### config.mk
export PLATFORM = sky130hd
export DESIGN_NAME = mii_pre_regen
export DESIGN_NICKNAME = d
export VERILOG_FILES = /design/src/rtl/mpr_pkg.sv /design/src/rtl/mpr_sfd_detect.sv /design/src/rtl/mpr_nibble_fifo.sv /design/src/rtl/mpr_out_seq.sv /design/src/rtl/mii_pre_regen.sv
export SDC_FILE = /design/constraint.sdc
export NUM_CORES = 1
export LEC_CHECK = 0
export ABC_AREA = 1
export BUFFER_PORTS_ARGS = -buffer_cell sky130_fd_sc_hd__buf_2
export CAP_MARGIN = 5
export CORE_UTILIZATION = 40
export DETAILED_ROUTE_END_ITERATION = 10
export MAX_ROUTING_LAYER = met4
export PLACE_DENSITY = 0.54
export SYNTH_ARGS = -nofsm -noshare
export SYNTH_HDL_FRONTEND = slang
export SYNTH_HIERARCHICAL = 1
export SYNTH_SLANG_ARGS = --single-unit
### constraint.sdc
create_clock -name clk -period 3 [get_ports clk]
set_clock_uncertainty 0.1 [all_clocks]
set_input_delay 0.3 -clock clk [delete_from_list [all_inputs] [get_ports clk]]
set_output_delay 0.3 -clock clk [all_outputs]
set_load 0.02 [all_outputs]
### src/rtl/mpr_pkg.sv
package mpr_pkg;
  localparam int NIB_W = 4;

  typedef enum logic [1:0] {
    K_DATA = 2'd0,
    K_SOF  = 2'd1,
    K_EOF  = 2'd2
  } kind_e;

  typedef struct packed {
    kind_e             kind;
    logic [NIB_W-1:0]  nib;
  } entry_t;

  typedef enum logic [1:0] {
    D_IDLE = 2'd0,
    D_PRE  = 2'd1,
    D_BODY = 2'd2,
    D_DROP = 2'd3
  } det_e;

  typedef enum logic [1:0] {
    S_IDLE = 2'd0,
    S_PRE  = 2'd1,
    S_SFD  = 2'd2,
    S_BODY = 2'd3
  } seq_e;
endpackage

### src/rtl/mpr_sfd_detect.sv
module mpr_sfd_detect
  import mpr_pkg::*;
#(
  parameter logic [NIB_W-1:0] PRE_NIB = 4'h5,
  parameter logic [NIB_W-1:0] SFD_NIB = 4'hD
) (
  input  logic             clk,
  input  logic             rst_n,
  input  logic             in_valid,
  input  logic [NIB_W-1:0] in_nibble,
  output logic             push,
  output entry_t           push_entry
);
  det_e st, st_nxt;

  always_comb begin
    st_nxt     = st;
    push       = 1'b0;
    push_entry = '{kind: K_DATA, nib: in_nibble};
    case (st)
      D_IDLE: begin
        if (in_valid) st_nxt = (in_nibble == PRE_NIB) ? D_PRE : D_DROP;
      end
      D_PRE: begin
        if (!in_valid) begin
          st_nxt = D_IDLE;
        end else if (in_nibble == SFD_NIB) begin
          push       = 1'b1;
          push_entry = '{kind: K_SOF, nib: in_nibble};
          st_nxt     = D_BODY;
        end else if (in_nibble != PRE_NIB) begin
          st_nxt = D_DROP;
        end
      end
      D_BODY: begin
        push = 1'b1;
        if (!in_valid) begin
          push_entry = '{kind: K_EOF, nib: in_nibble};
          st_nxt     = D_IDLE;
        end
      end
      default: begin
        if (!in_valid) st_nxt = D_IDLE;
      end
    endcase
  end

  always_ff @(posedge clk or negedge rst_n) begin
    if (!rst_n) st <= D_IDLE;
    else        st <= st_nxt;
  end

  // a start marker is only written right after a preamble nibble was taken
  p_sof_after_pre_r4: assert property (@(posedge clk) disable iff (!rst_n)
    (push && push_entry.kind == K_SOF) |-> ($past(in_valid) && $past(in_nibble) == PRE_NIB))
    else $error("p_sof_after_pre_r4");

endmodule

### src/rtl/mpr_nibble_fifo.sv
module mpr_nibble_fifo #(
  parameter int DEPTH = 64,
  parameter int W     = 6
) (
  input  logic         clk,
  input  logic         rst_n,
  input  logic         wr_en,
  input  logic [W-1:0] wr_data,
  input  logic         rd_en,
  output logic [W-1:0] rd_data,
  output logic         empty
);
  localparam int AW = $clog2(DEPTH);

  logic [W-1:0] mem [DEPTH];
  logic [AW:0]  wr_ptr, rd_ptr;
  logic         full;

  assign empty   = (wr_ptr == rd_ptr);
  assign full    = (wr_ptr[AW-1:0] == rd_ptr[AW-1:0]) && (wr_ptr[AW] != rd_ptr[AW]);
  assign rd_data = mem[rd_ptr[AW-1:0]];

  always_ff @(posedge clk) begin
    if (wr_en) mem[wr_ptr[AW-1:0]] <= wr_data;
  end

  always_ff @(posedge clk or negedge rst_n) begin
    if (!rst_n) begin
      wr_ptr <= '0;
      rd_ptr <= '0;
    end else begin
      if (wr_en) wr_ptr <= wr_ptr + 1'b1;
      if (rd_en) rd_ptr <= rd_ptr + 1'b1;
    end
  end

  // writes never land on a full buffer
  p_no_overflow_r9: assert property (@(posedge clk) disable iff (!rst_n)
    wr_en |-> !full)
    else $error("p_no_overflow_r9");

  // reads never take from an empty buffer
  p_no_underflow_r9: assert property (@(posedge clk) disable iff (!rst_n)
    rd_en |-> !empty)
    else $error("p_no_underflow_r9");

endmodule

### src/rtl/mpr_out_seq.sv
module mpr_out_seq
  import mpr_pkg::*;
#(
  parameter int               PRE_LEN = 15,
  parameter logic [NIB_W-1:0] PRE_NIB = 4'h5,
  parameter logic [NIB_W-1:0] SFD_NIB = 4'hD
) (
  input  logic             clk,
  input  logic             rst_n,
  input  entry_t           head,
  input  logic             empty,
  output logic             pop,
  output logic             out_valid,
  input  logic             out_ready,
  output logic [NIB_W-1:0] out_nibble
);
  localparam int CW = $clog2(PRE_LEN + 1);

  seq_e          st, st_nxt;
  logic [CW-1:0] cnt, cnt_nxt;

  always_comb begin
    st_nxt     = st;
    cnt_nxt    = cnt;
    pop        = 1'b0;
    out_valid  = 1'b0;
    out_nibble = PRE_NIB;
    case (st)
      S_IDLE: begin
        if (!empty) begin
          pop = 1'b1;
          if (head.kind == K_SOF) begin
            st_nxt  = S_PRE;
            cnt_nxt = '0;
          end
        end
      end
      S_PRE: begin
        out_valid = 1'b1;
        if (out_ready) begin
          if (cnt == CW'(PRE_LEN - 1)) st_nxt = S_SFD;
          else                         cnt_nxt = cnt + 1'b1;
        end
      end
      S_SFD: begin
        out_valid  = 1'b1;
        out_nibble = SFD_NIB;
        if (out_ready) st_nxt = S_BODY;
      end
      default: begin
        if (!empty) begin
          if (head.kind == K_DATA) begin
            out_valid  = 1'b1;
            out_nibble = head.nib;
            pop        = out_ready;
          end else begin
            pop    = 1'b1;
            st_nxt = S_IDLE;
          end
        end
      end
    endcase
  end

  always_ff @(posedge clk or negedge rst_n) begin
    if (!rst_n) begin
      st  <= S_IDLE;
      cnt <= '0;
    end else begin
      st  <= st_nxt;
      cnt <= cnt_nxt;
    end
  end

  // a stalled output keeps its nibble
  p_hold_r8: assert property (@(posedge clk) disable iff (!rst_n)
    (out_valid && !out_ready) |=> (out_valid && $stable(out_nibble)))
    else $error("p_hold_r8");

  // every output frame opens with a preamble nibble
  p_frame_opens_pre_r2: assert property (@(posedge clk) disable iff (!rst_n)
    $rose(out_valid) |-> (out_nibble == PRE_NIB))
    else $error("p_frame_opens_pre_r2");

  // valid drops only in the cycle right after an end marker was seen
  p_valid_drop_r6: assert property (@(posedge clk) disable iff (!rst_n)
    $fell(out_valid) |-> $past(pop) && $past(out_ready))
    else $error("p_valid_drop_r6");

endmodule

### src/rtl/mii_pre_regen.sv
module mii_pre_regen
  import mpr_pkg::*;
#(
  parameter int               FIFO_DEPTH = 64,
  parameter int               PRE_LEN    = 15,
  parameter logic [NIB_W-1:0] PRE_NIB    = 4'h5,
  parameter logic [NIB_W-1:0] SFD_NIB    = 4'hD
) (
  input  logic             clk,
  input  logic             rst_n,
  input  logic             in_valid,
  input  logic [NIB_W-1:0] in_nibble,
  output logic             out_valid,
  input  logic             out_ready,
  output logic [NIB_W-1:0] out_nibble
);
  localparam int ENT_W = $bits(entry_t);

  logic             push, pop, empty;
  entry_t           push_entry, head;
  logic [ENT_W-1:0] rd_vec;

  mpr_sfd_detect #(.PRE_NIB(PRE_NIB), .SFD_NIB(SFD_NIB)) u_detect (
    .clk        (clk),
    .rst_n      (rst_n),
    .in_valid   (in_valid),
    .in_nibble  (in_nibble),
    .push       (push),
    .push_entry (push_entry)
  );

  mpr_nibble_fifo #(.DEPTH(FIFO_DEPTH), .W(ENT_W)) u_fifo (
    .clk     (clk),
    .rst_n   (rst_n),
    .wr_en   (push),
    .wr_data (push_entry),
    .rd_en   (pop),
    .rd_data (rd_vec),
    .empty   (empty)
  );

  assign head = entry_t'(rd_vec);

  mpr_out_seq #(.PRE_LEN(PRE_LEN), .PRE_NIB(PRE_NIB), .SFD_NIB(SFD_NIB)) u_seq (
    .clk        (clk),
    .rst_n      (rst_n),
    .head       (head),
    .empty      (empty),
    .pop        (pop),
    .out_valid  (out_valid),
    .out_ready  (out_ready),
    .out_nibble (out_nibble)
  );

endmodule

# Yosys cells after proc, flatten, opt, wreduce, memory -nomap -nowiden
# Memory sizes are Yosys's and may differ from the RTL's.
# Index checks and enable logic that the tools add are counted.
dict set report totals {
  output_inout_bits 5
  input_bits 8
  regBits 22
  mem_count 1
  ramBits 384
}
# memory depth width rd rd_ports_with_merged_regs wr line_no
set mem_list {}
lappend mem_list {u_fifo.mem 64 6 1 0 1 mpr_nibble_fifo.sv:15} ;# logic [W-1:0] mem [DEPTH];
dict set report classes {
  muxes 39
  eq_ne 21
  n_addsub 3
  n_reduce_logical 9
}
# cell count
set ops {}
lappend ops {{2-to-1 mux 2 bit} 13}
lappend ops {{2-to-1 mux 4 bit} 6}
lappend ops {{one-hot mux 4 bit (2 select lines)} 2}
lappend ops {{adder 7 x 1 -> 7 bit, second input constant} 2}
lappend ops {{2-to-1 mux 6 bit} 2}
lappend ops {{one-hot mux 6 bit (2 select lines)} 1}
lappend ops {{!= test 2 bit, second input constant} 5}
lappend ops {{2-to-1 mux 1 bit} 9}
lappend ops {{== test 4 bit, second input constant} 2}
lappend ops {{== test 7 bit} 1}
lappend ops {{AND reduction 7 bit} 1}
lappend ops {{== test 2 x 1 -> 1 bit, second input constant} 3}
lappend ops {{logical NOT 2 bit} 3}
lappend ops {{one-hot mux 1 bit (2 select lines)} 3}
lappend ops {{one-hot mux 2 bit (3 select lines)} 1}
lappend ops {{2-to-1 mux 5 bit} 1}
lappend ops {{AND reduction 5 bit} 1}
lappend ops {{adder 4 x 1 -> 4 bit, second input constant} 1}
lappend ops {{== test 2 bit, second input constant} 2}
lappend ops {{== test 4 x 3 -> 1 bit, second input constant} 1}
lappend ops {{!= test 2 x 1 -> 1 bit, second input constant} 2}
lappend ops {{!= test 4 x 2 -> 1 bit, second input constant} 1}
lappend ops {{!= test 4 x 3 -> 1 bit, second input constant} 1}
lappend ops {{!= test 4 bit, second input constant} 1}
lappend ops {{6 further kinds} 7}

# Longest topological paths before layout
# Gate-level depths: netlist of run 1.
dict set report depth {
  depth_word 6
  mapped_depth 22
}

# Modules after synthesis
# The synthesis of run 1 kept the hierarchy.
# mod n_inst area_per_inst_um2 cells_each
set modules_own_cells {}
lappend modules_own_cells {mpr_nibble_fifo 1 17284.1 1664}
lappend modules_own_cells {mpr_out_seq 1 569.3 82}
lappend modules_own_cells {mpr_sfd_detect 1 291.5 45}

# Worst setup path before layout of run 1
# No wires, ideal clock.
dict set report synth_path {
  path_kind {register to register}
  startpoint {register u_detect.st[1]}
  endpoint {memory u_fifo.mem[0][4], data pin}
  path_stages_with_launch 7
  setup_slack_ns 0.087
  arrival_time_ns 2.314
  n_path_buf 0
  synth_period_minus_slack_ns 2.913
  path_cell_list {dfrtp_1 -> inv_1 -> ha_1 -> nand2_1 -> clkinv_2 -> nand2_1 -> nor2_1}
}
# item line_no
set synth_rtl {}
lappend synth_rtl {{start, declared} mpr_sfd_detect.sv:14} ;# det_e st, st_nxt;
lappend synth_rtl {{start signal, assigned} mpr_sfd_detect.sv:50} ;# else st <= st_nxt;
lappend synth_rtl {{end, declared} mpr_nibble_fifo.sv:15}

==> flow_metrics.env, run 1 <==
export IMPL_status="finished, violations left"
export IMPL_failing_checks="setup timing"
export IMPL_syn2layout_area_growth_pct=20.3
export IMPL_number_of_synthesized_flops_with_an_enable_pin=384
export IMPL_number_of_placed_instances_taps_included=2405
export IMPL_crit_path_top_delay_cell="dfrtp_4"
export IMPL_cts_buffer_depth=3
export IMPL_cp_slowest_stage_delay_ps=520
export IMPL_number_of_global_route_vias_before_repair=12651
export IMPL_worst_setup_hold_path_clk_slew_ps=60
export IMPL_power_ir_vdd_worst_uv=540
export IMPL_crit_reg2reg_capture="u_fifo/rd_ptr[5]$_DFFE_PN0P_"
export IMPL_gp_routability_congestion=0.854
export IMPL_hold_path_end="u_seq/st[1]$_DFFE_PN0P_"
export IMPL_synthesis_instances=1791
export IMPL_hold_depth=5
export IMPL_timing_worst_slew_pin_value_ps=899
export IMPL_ff2ff_path_depth=21
export IMPL_antenna_left=0
export IMPL_finalCriticalPeriod_ps=3340
export IMPL_start_util_pct=40.8
export IMPL_clkSinkCount=406
export IMPL_setup_failing_eps_final=8
export IMPL_synth_yosys_warnings=6
export IMPL_timing_critical_path_depth=15
export IMPL_worst_path_dominant_cell_family="simple AND/OR/NAND/NOR gates"
export IMPL_cts_tree="done"
export IMPL_cellLeakagePower_nw=8.97
export IMPL_timing_final_ws_setup_ps=-335
export IMPL_cts_buffers=44
export IMPL_post_route_cells_drive_above_1_share_pct=15.9
export IMPL_first_pass_iters=5
export IMPL_finalMaxSlewViolations=0
export IMPL_mappedNetlistNets=1813
export IMPL_antenna_found_initial=0
export IMPL_placedInstanceArea_um2=19300
export IMPL_pin_count=13
export IMPL_yosysUniqueCellTypes=37
export IMPL_proportion_of_synthesized_chip_area_in_sequential_cells_pct=66.6
export IMPL_timing_worst_setup_path_type="flop to output port"
export IMPL_core_region_um2=44500
export IMPL_drt_drc_violations_left=0
export IMPL_data_required_time_of_the_worst_path_ps=2600
export IMPL_clock_fmax_mhz=300
export IMPL_hold_path_class="input pin to flop"
export IMPL_setup_reg_to_reg_worst_slack_ps=-50
export IMPL_rsz_0062_raised_after_global_routing="true"
export IMPL_grt_max_degree=66
export IMPL_grt_first_pass_wirelength_mm=75.4
export IMPL_detail_routed_via_count_per_cell=5.03
export IMPL_clkLatencyLatePin_ps=580
export IMPL_postRouteWirelength_mm=48.9
export IMPL_cp_start_kind="flop"
export IMPL_worst_path_arrival_ps=2940
export IMPL_postSynthRegisterBits=406
export IMPL_report_power_total_mw=20.9
export IMPL_ys_async_sr_fraction_pct=5.42
export IMPL_area_of_the_die_um2=46200
export IMPL_gr_usage_all_layers_pct=22.1
export IMPL_dieHeight_um=215
export IMPL_io_buffers=12
export IMPL_instances_no_fill=2525
export IMPL_path_max_fanout=16
export IMPL_detail_placement_hpwl_mm=27.6
export IMPL_num_rows=77
export IMPL_nNetsFinal=1919
export IMPL_r2r_start="u_fifo/rd_ptr[0]$_DFFE_PN0P_"
export IMPL_netlist_area_um2=18100
export IMPL_cap_violations=0
export IMPL_dominantRegCellSynth="edfxtp_1"
export IMPL_worst_path_buf_inv=4
export IMPL_end_kind="output port"
export IMPL_detail_route_iter0_violations=961
export IMPL_width_of_the_die_um=215
export IMPL_critical_path_cell_chain="buf_8 -> buf_16 -> nor2_1 -> nor2_1 -> o21ai_0 -> nand3_1 -> nand3_1 -> nand2_1 -> nand3_2 -> nand2_2 -> nor2_4 -> buf_6 -> nand4_1 -> o21ai_2 -> buf_6"
export IMPL_crit_start="u_fifo/rd_ptr[0]$_DFFE_PN0P_"
export IMPL_synth_area_per_cell_um2=10.1
export IMPL_cts_root_buffer_cell="clkbuf_16"
export IMPL_route_vias_total=12709
export IMPL_postLayoutCellArea_um2=21800
export IMPL_htree_num_levels=2
export IMPL_antenna_diode_count=0
export IMPL_timing_final_crit_share_pct=111
export IMPL_wl_per_cell_um=19.4
export IMPL_hold_startpoint="out_ready"
export IMPL_timing_max_slew_rel_slack_pct=40.1
export IMPL_overflow=0
export IMPL_finalHoldViolations=0
export IMPL_p_per_area_nw_per_um2=959
-- registers in the layout, indices dropped and copies added, names as in the netlist --
name,count
u_detect/st,2
u_seq/st,2
u_fifo/mem,384
u_fifo/wr_ptr,7
u_fifo/rd_ptr,7
u_seq/cnt,4
-- cell usage after synthesis, types with 3 or more instances --
library cell    n  share of area, %
a21oi_1        15              0.41
buf_1           4             0.083
buf_2          34              0.94
buf_4          15              0.62
buf_6          14              0.87
clkbuf_1       16              0.33
clkinv_1        3             0.062
dfrtp_1        22               3.0
edfxtp_1      384                64
ha_1           14              0.97
inv_1         211               4.4
inv_2           5              0.10
nand2_1       542                11
nand2_2         3              0.10
nand3_1       197               5.4
nand4_1         7              0.24
nor2_1        195               4.0
nor3_1          9              0.25
o21ai_0        56               1.5
o21ai_1        10              0.28
or2_2           5              0.17
xnor2_1         7              0.34
xor2_1          9              0.43
-- stage by stage --
stage / hold slack (ps) / setup slack [ps] / utilization (%) / setup TNS (ps)
2_1_floorplan: -95.6 / 86.6 / - / 0
3_3_place_gp: 223 / 60.2 / 43.5 / 0
3_5_place_dp: 232 / 50.8 / 43.5 / 0
4_1_cts: 46.1 / -298 / 48.7 / -1450
5_1_grt: 94.5 / -403 / 49.0 / -2660
6_report: 69.4 / -335 / 49.0 / -1700
-- worst max path at each step --
stage                              endpoint  slack, ps
4_1_cts                       out_nibble[0]       -300
5_1_grt                       out_nibble[0]       -400
6_report                      out_nibble[3]       -340
3_5_place_dp   u_fifo/rd_ptr[5]$_DFFE_PN0P_         50
3_3_place_gp   u_fifo/rd_ptr[5]$_DFFE_PN0P_         60
2_1_floorplan    u_fifo/mem[0][4]$_DFFE_PP_         90
-- worst min-delay path: cells and delay by family --
kind                   cells  cell delay, ps
buffers and inverters      1             100
and+or+nand+nor            3             230
AOI/OAI and AO/OA          1              60
-- cell families after synthesis --
| logic type | after synthesis | synth area share, % |
|---|---|---|
| and+or+nand+nor | 966 | 21.8 |
| DFF | 406 | 66.6 |
| buffers and inverters | 304 | 7.43 |
| AOI/OAI and AO/OA | 85 | 2.43 |
| xor gates and xnor gates | 16 | 0.772 |
| adders and majority gates | 14 | 0.965 |
-- placed cells by master, fill, tap and decap left out, types with 4 or more instances in the layout --
cell and n:
inv_2 8, ha_1 14, nand3_2 24, buf_16 13, a21oi_2 7, clkbuf_1 5, clkbuf_16 45, nand2_2 24
nor3_1 9, xnor2_1 7, nor2_1 181, o21ai_1 20, o21ai_0 44, nor2_2 8, nor2_4 8, buf_4 82
buf_12 16, xor2_1 9, a21oi_1 8, bufbuf_16 4, nand3_1 173, edfxtp_1 384, nand2_1 514, clkinv_2 12
nand2_4 8, nand4_1 7, inv_1 207, dfrtp_1 20, buf_2 7, clkinv_1 17, buf_6 17
-- repair_timing --
action / 4_1_cts / 5_1_grt
endpoints found under the setup margin: 5 / 13
gates cloned: 16 / 0
buffers inserted: 19 / 4
hold endpoints to repair: 23 / 0
gates resized for setup: 92 / 60
pin swaps: 31 / 32
hold buffers: 2 / 0
-- routing by layer --
layer | up-vias | share of wire, % | GRT usage, %
li1 | 6072 | - | -
met4 | 0 | 2.6 | 6.97
met5 | - | 0 | -
met1 | 6223 | 44 | 28.9
met2 | 332 | 48 | 35.5
met3 | 82 | 5.1 | 3.33
-- power breakdown --
| part | switching, mW | internal (mW) |
|---|---|---|
| clock | 2.23 | 3.00 |
| sequential | 0.219 | 6.41 |
| combinational | 5.55 | 3.54 |
| total | 7.99 | 12.9 |
-- layout make-up --
| class | count | area, um2 |
|---|---|---|
| clock buffer | 50 | 1140 |
| clock inverter | 32 | 234 |
| fill | 4062 | 22700 |
| inverter | 221 | 845 |
| multi-input combinational | 1081 | 5080 |
| sequential | 406 | 12100 |
| tap | 592 | 741 |
| timing repair buffer | 142 | 1690 |
| timing repair inverter | 1 | 11.3 |
Power figures use the tool's default switching activity.
==> run 2, diff against run 1 <==
Settings changed: ABC_AREA 1 to not set, CTS_BUF_LIST set to sky130_fd_sc_hd__clkbuf_8 sky130_fd_sc_hd__clkbuf_16.
==> flow_metrics.env, run 2 <==
export IMPL_synth_yosys_warnings=6
export IMPL_number_of_placed_instances_taps_included=1532
export IMPL_worst_path_buf_inv=3
export IMPL_data_required_time_of_the_worst_path_ps=2600
export IMPL_worst_setup_hold_path_clk_slew_ps=60
export IMPL_largest_register_ff_count=384
export IMPL_proportion_of_synthesized_chip_area_in_sequential_cells_pct=72.8
export IMPL_p_int_mw=12.8
export IMPL_path_max_fanout=8
export IMPL_failing_checks="setup timing"
export IMPL_clkLatencyLatePin_ps=560
export IMPL_crit_path_top_delay_cell="mux4_2"
export IMPL_cp_start_kind="flop"
export IMPL_final_util_pct=49.0
export IMPL_gr_usage_all_layers_pct=18.6
export IMPL_critical_path_cell_chain="buf_12 -> mux4_2 -> mux4_2 -> mux2_4 -> a21o_1 -> nor3_2 -> and2_4 -> buf_8 -> nand2b_4 -> buf_6"
export IMPL_cts_tree="done"
export IMPL_yosysUniqueCellTypes=54
export IMPL_antenna_diode_count=0
export IMPL_detail_routed_via_count_per_cell=5.33
export IMPL_synthMostInstantiatedCell="edfxtp_1"
export IMPL_fillCellCount=3416
export IMPL_gp_routability_congestion=0.794
export IMPL_cp_slowest_stage_delay_ps=510
export IMPL_first_pass_iters=4
export IMPL_instances_no_fill=1619
export IMPL_nNetsFinal=1077
export IMPL_power_ir_vdd_worst_uv=395
export IMPL_grt_first_pass_wirelength_mm=55.5
export IMPL_cap_violations=0
export IMPL_io_buffers=12
export IMPL_hold_path_class="input pin to flop"
export IMPL_synth_largest_type_area_fraction_pct=69.4
export IMPL_timing_max_slew_rel_slack_pct=39.6
export IMPL_timing_final_crit_share_pct=128
export IMPL_timing_worst_slew_pin_value_ps=904
export IMPL_p_comb_share_pct=34.8
export IMPL_mappedNetlistNets=916
export IMPL_timing_worst_setup_path_type="flop to output port"
export IMPL_detail_route_iter0_violations=672
export IMPL_detail_placement_hpwl_mm=23.7
export IMPL_power_share_clock_pct=29.1
export IMPL_synthesis_instances=894
export IMPL_postRouteWirelength_mm=36.8
export IMPL_synth_area_per_cell_um2=18.6
export IMPL_finalCriticalPeriod_ps=3830
export IMPL_rsz_0062_raised_after_global_routing="true"
export IMPL_status="finished, violations left"
export IMPL_post_route_cells_drive_above_1_share_pct=33.5
export IMPL_number_of_synthesized_flops_with_an_enable_pin=384
export IMPL_finalHoldViolations=0
export IMPL_antenna_left=0
export IMPL_dominantRegCellSynth="edfxtp_1"
export IMPL_route_vias_total=8624
export IMPL_start_util_pct=40.6
export IMPL_clock_fmax_mhz=261
export IMPL_pin_count=13
export IMPL_top_cells_by_area_in_the_synthesized_netlist="edfxtp_1, mux4_2, dfrtp_1"
export IMPL_syn2layout_area_growth_pct=20.7
export IMPL_layout_commonest_cell="edfxtp_1"
export IMPL_finalMaxSlewViolations=0
export IMPL_area_of_the_die_um2=42300
export IMPL_overflow=0
export IMPL_power_share_switching_pct=30.3
export IMPL_wl_per_cell_um=22.7
export IMPL_postSynthRegisterBits=406
export IMPL_end_kind="output port"
export IMPL_netlist_top_cell_by_area="edfxtp_1"
export IMPL_p_per_area_nw_per_um2=920
export IMPL_cts_root_buffer_cell="clkbuf_16"
export IMPL_drt_drc_violations_left=0
export IMPL_cts_buffer_depth=3
export IMPL_width_of_the_die_um=206
export IMPL_worst_path_arrival_ps=3430
export IMPL_switching_power_mw=5.59
export IMPL_placedInstanceArea_um2=18300
export IMPL_worst_path_dominant_cell_family="multiplexers"
export IMPL_clkSinkCount=406
export IMPL_core_region_um2=40900
export IMPL_seq_power_share_pct=36.0
export IMPL_cp_common_cell="mux4_2"
export IMPL_cellLeakagePower_nw=6.85
export IMPL_report_power_total_mw=18.4
export IMPL_grt_max_degree=68
export IMPL_setup_failing_eps_final=18
export IMPL_number_of_global_route_vias_before_repair=8673
export IMPL_num_rows=74
export IMPL_cts_buffers=44
export IMPL_final_cell_mix="edfxtp_1, buf_4, mux4_2"
export IMPL_ys_async_sr_fraction_pct=5.42
export IMPL_yosys_top_cells_count="edfxtp_1, mux4_2, nor2_1, mux2i_1"
export IMPL_netlist_area_um2=16600
export IMPL_timing_final_ws_setup_ps=-830
export IMPL_dieHeight_um=206
export IMPL_htree_num_levels=2
export IMPL_antenna_found_initial=0
export IMPL_postLayoutCellArea_um2=20000
run 2: area by class of cell:
| cell class | count | area, um2 | area share (%) |
|---|---|---|---|
| inverter | 8 | 30.0 | 0.150 |
| timing repair buffer | 165 | 1410 | 7.02 |
| multi-input combinational | 430 | 4410 | 22.0 |
| clock buffer | 47 | 1150 | 5.76 |
| clock inverter | 31 | 283 | 1.41 |
| tap | 532 | 666 | 3.32 |
| sequential | 406 | 12100 | 60.3 |
run 2: kinds of logic (layout without fill, tap and decap cells):
group           count (synthesis)  in the layout  synth area share, %
xor+xnor                       18             18                0.949
flops                         406            406                 72.8
mux                           137            137                 14.5
fa+ha+maj                      14             14                 1.05
compound gates                 95             95                 4.17
buf+inv                        58            251                 1.70
simple gates                  166            166                 4.87
run 2: stage by stage:
stage	setup TNS [ps]	hold WS, ps	setup WS, ps
2_1_floorplan	-112	-95.6	-41.3
3_3_place_gp	-5450	243	-406
3_5_place_dp	-5300	249	-386
4_1_cts	-7440	40.9	-875
5_1_grt	-10850	84.0	-948
6_report	-8530	71.6	-830
run 2: power by group through the flow:
stage / combinational [mW] / clock (mW) / sequential, mW
CTS: 6.40 / 5.50 / 6.63
floorplan: 3.90 / 0 / 6.61
global placement: 5.92 / 0 / 6.75
global route: 6.88 / 5.69 / 6.66
detailed placement: 5.94 / 0 / 6.75
finish: 6.42 / 5.37 / 6.64
run 2: tightest hold or removal path, stage by stage:
cell and delay [ps]:
buf_2 170, a221oi_2 90, mux2i_1 120
run 2: path summary, 6_finish.rpt:
kind	from	endpoint	slack [ps]	depth (start not counted)
setup reg to reg	u_fifo/rd_ptr[0]$_DFFE_PN0P_	u_fifo/rd_ptr[1]$_DFFE_PN0P_	-440	14
hold / removal	in_valid	u_detect/st[0]$_DFFE_PN0P_	70	3
max in group asynchronous	rst_n	u_fifo/rd_ptr[0]$_DFFE_PN0P_	2130	2
setup / recovery	u_fifo/rd_ptr[0]$_DFFE_PN0P_	out_nibble[2]	-830	10
hold reg to reg	u_fifo/wr_ptr[6]$_DFFE_PN0P_	u_fifo/wr_ptr[6]$_DFFE_PN0P_	390	1
min in group asynchronous	rst_n	u_seq/cnt[3]$_DFFE_PN0P_	190	2
run 2: metal layers:
| metal | GRT usage [%] | up-vias | routed length, um |
|---|---|---|---|
| met5 | - | - | 0 |
| met4 | 6.06 | 0 | 943 |
| met3 | 2.95 | 53 | 1630 |
| met2 | 27.0 | 182 | 16600 |
| met1 | 26.9 | 4460 | 17500 |
| li1 | - | 3929 | - |
run 2: timing repair:
| item | in CTS | in global routing |
|---|---|---|
| hold endpoints to repair | 22 | 0 |
| hold buffers | 1 | 0 |
| pin swaps | 8 | 3 |
| setup buffers | 6 | 3 |
| gates resized for setup | 41 | 8 |
| setup endpoints to repair | 18 | 70 |
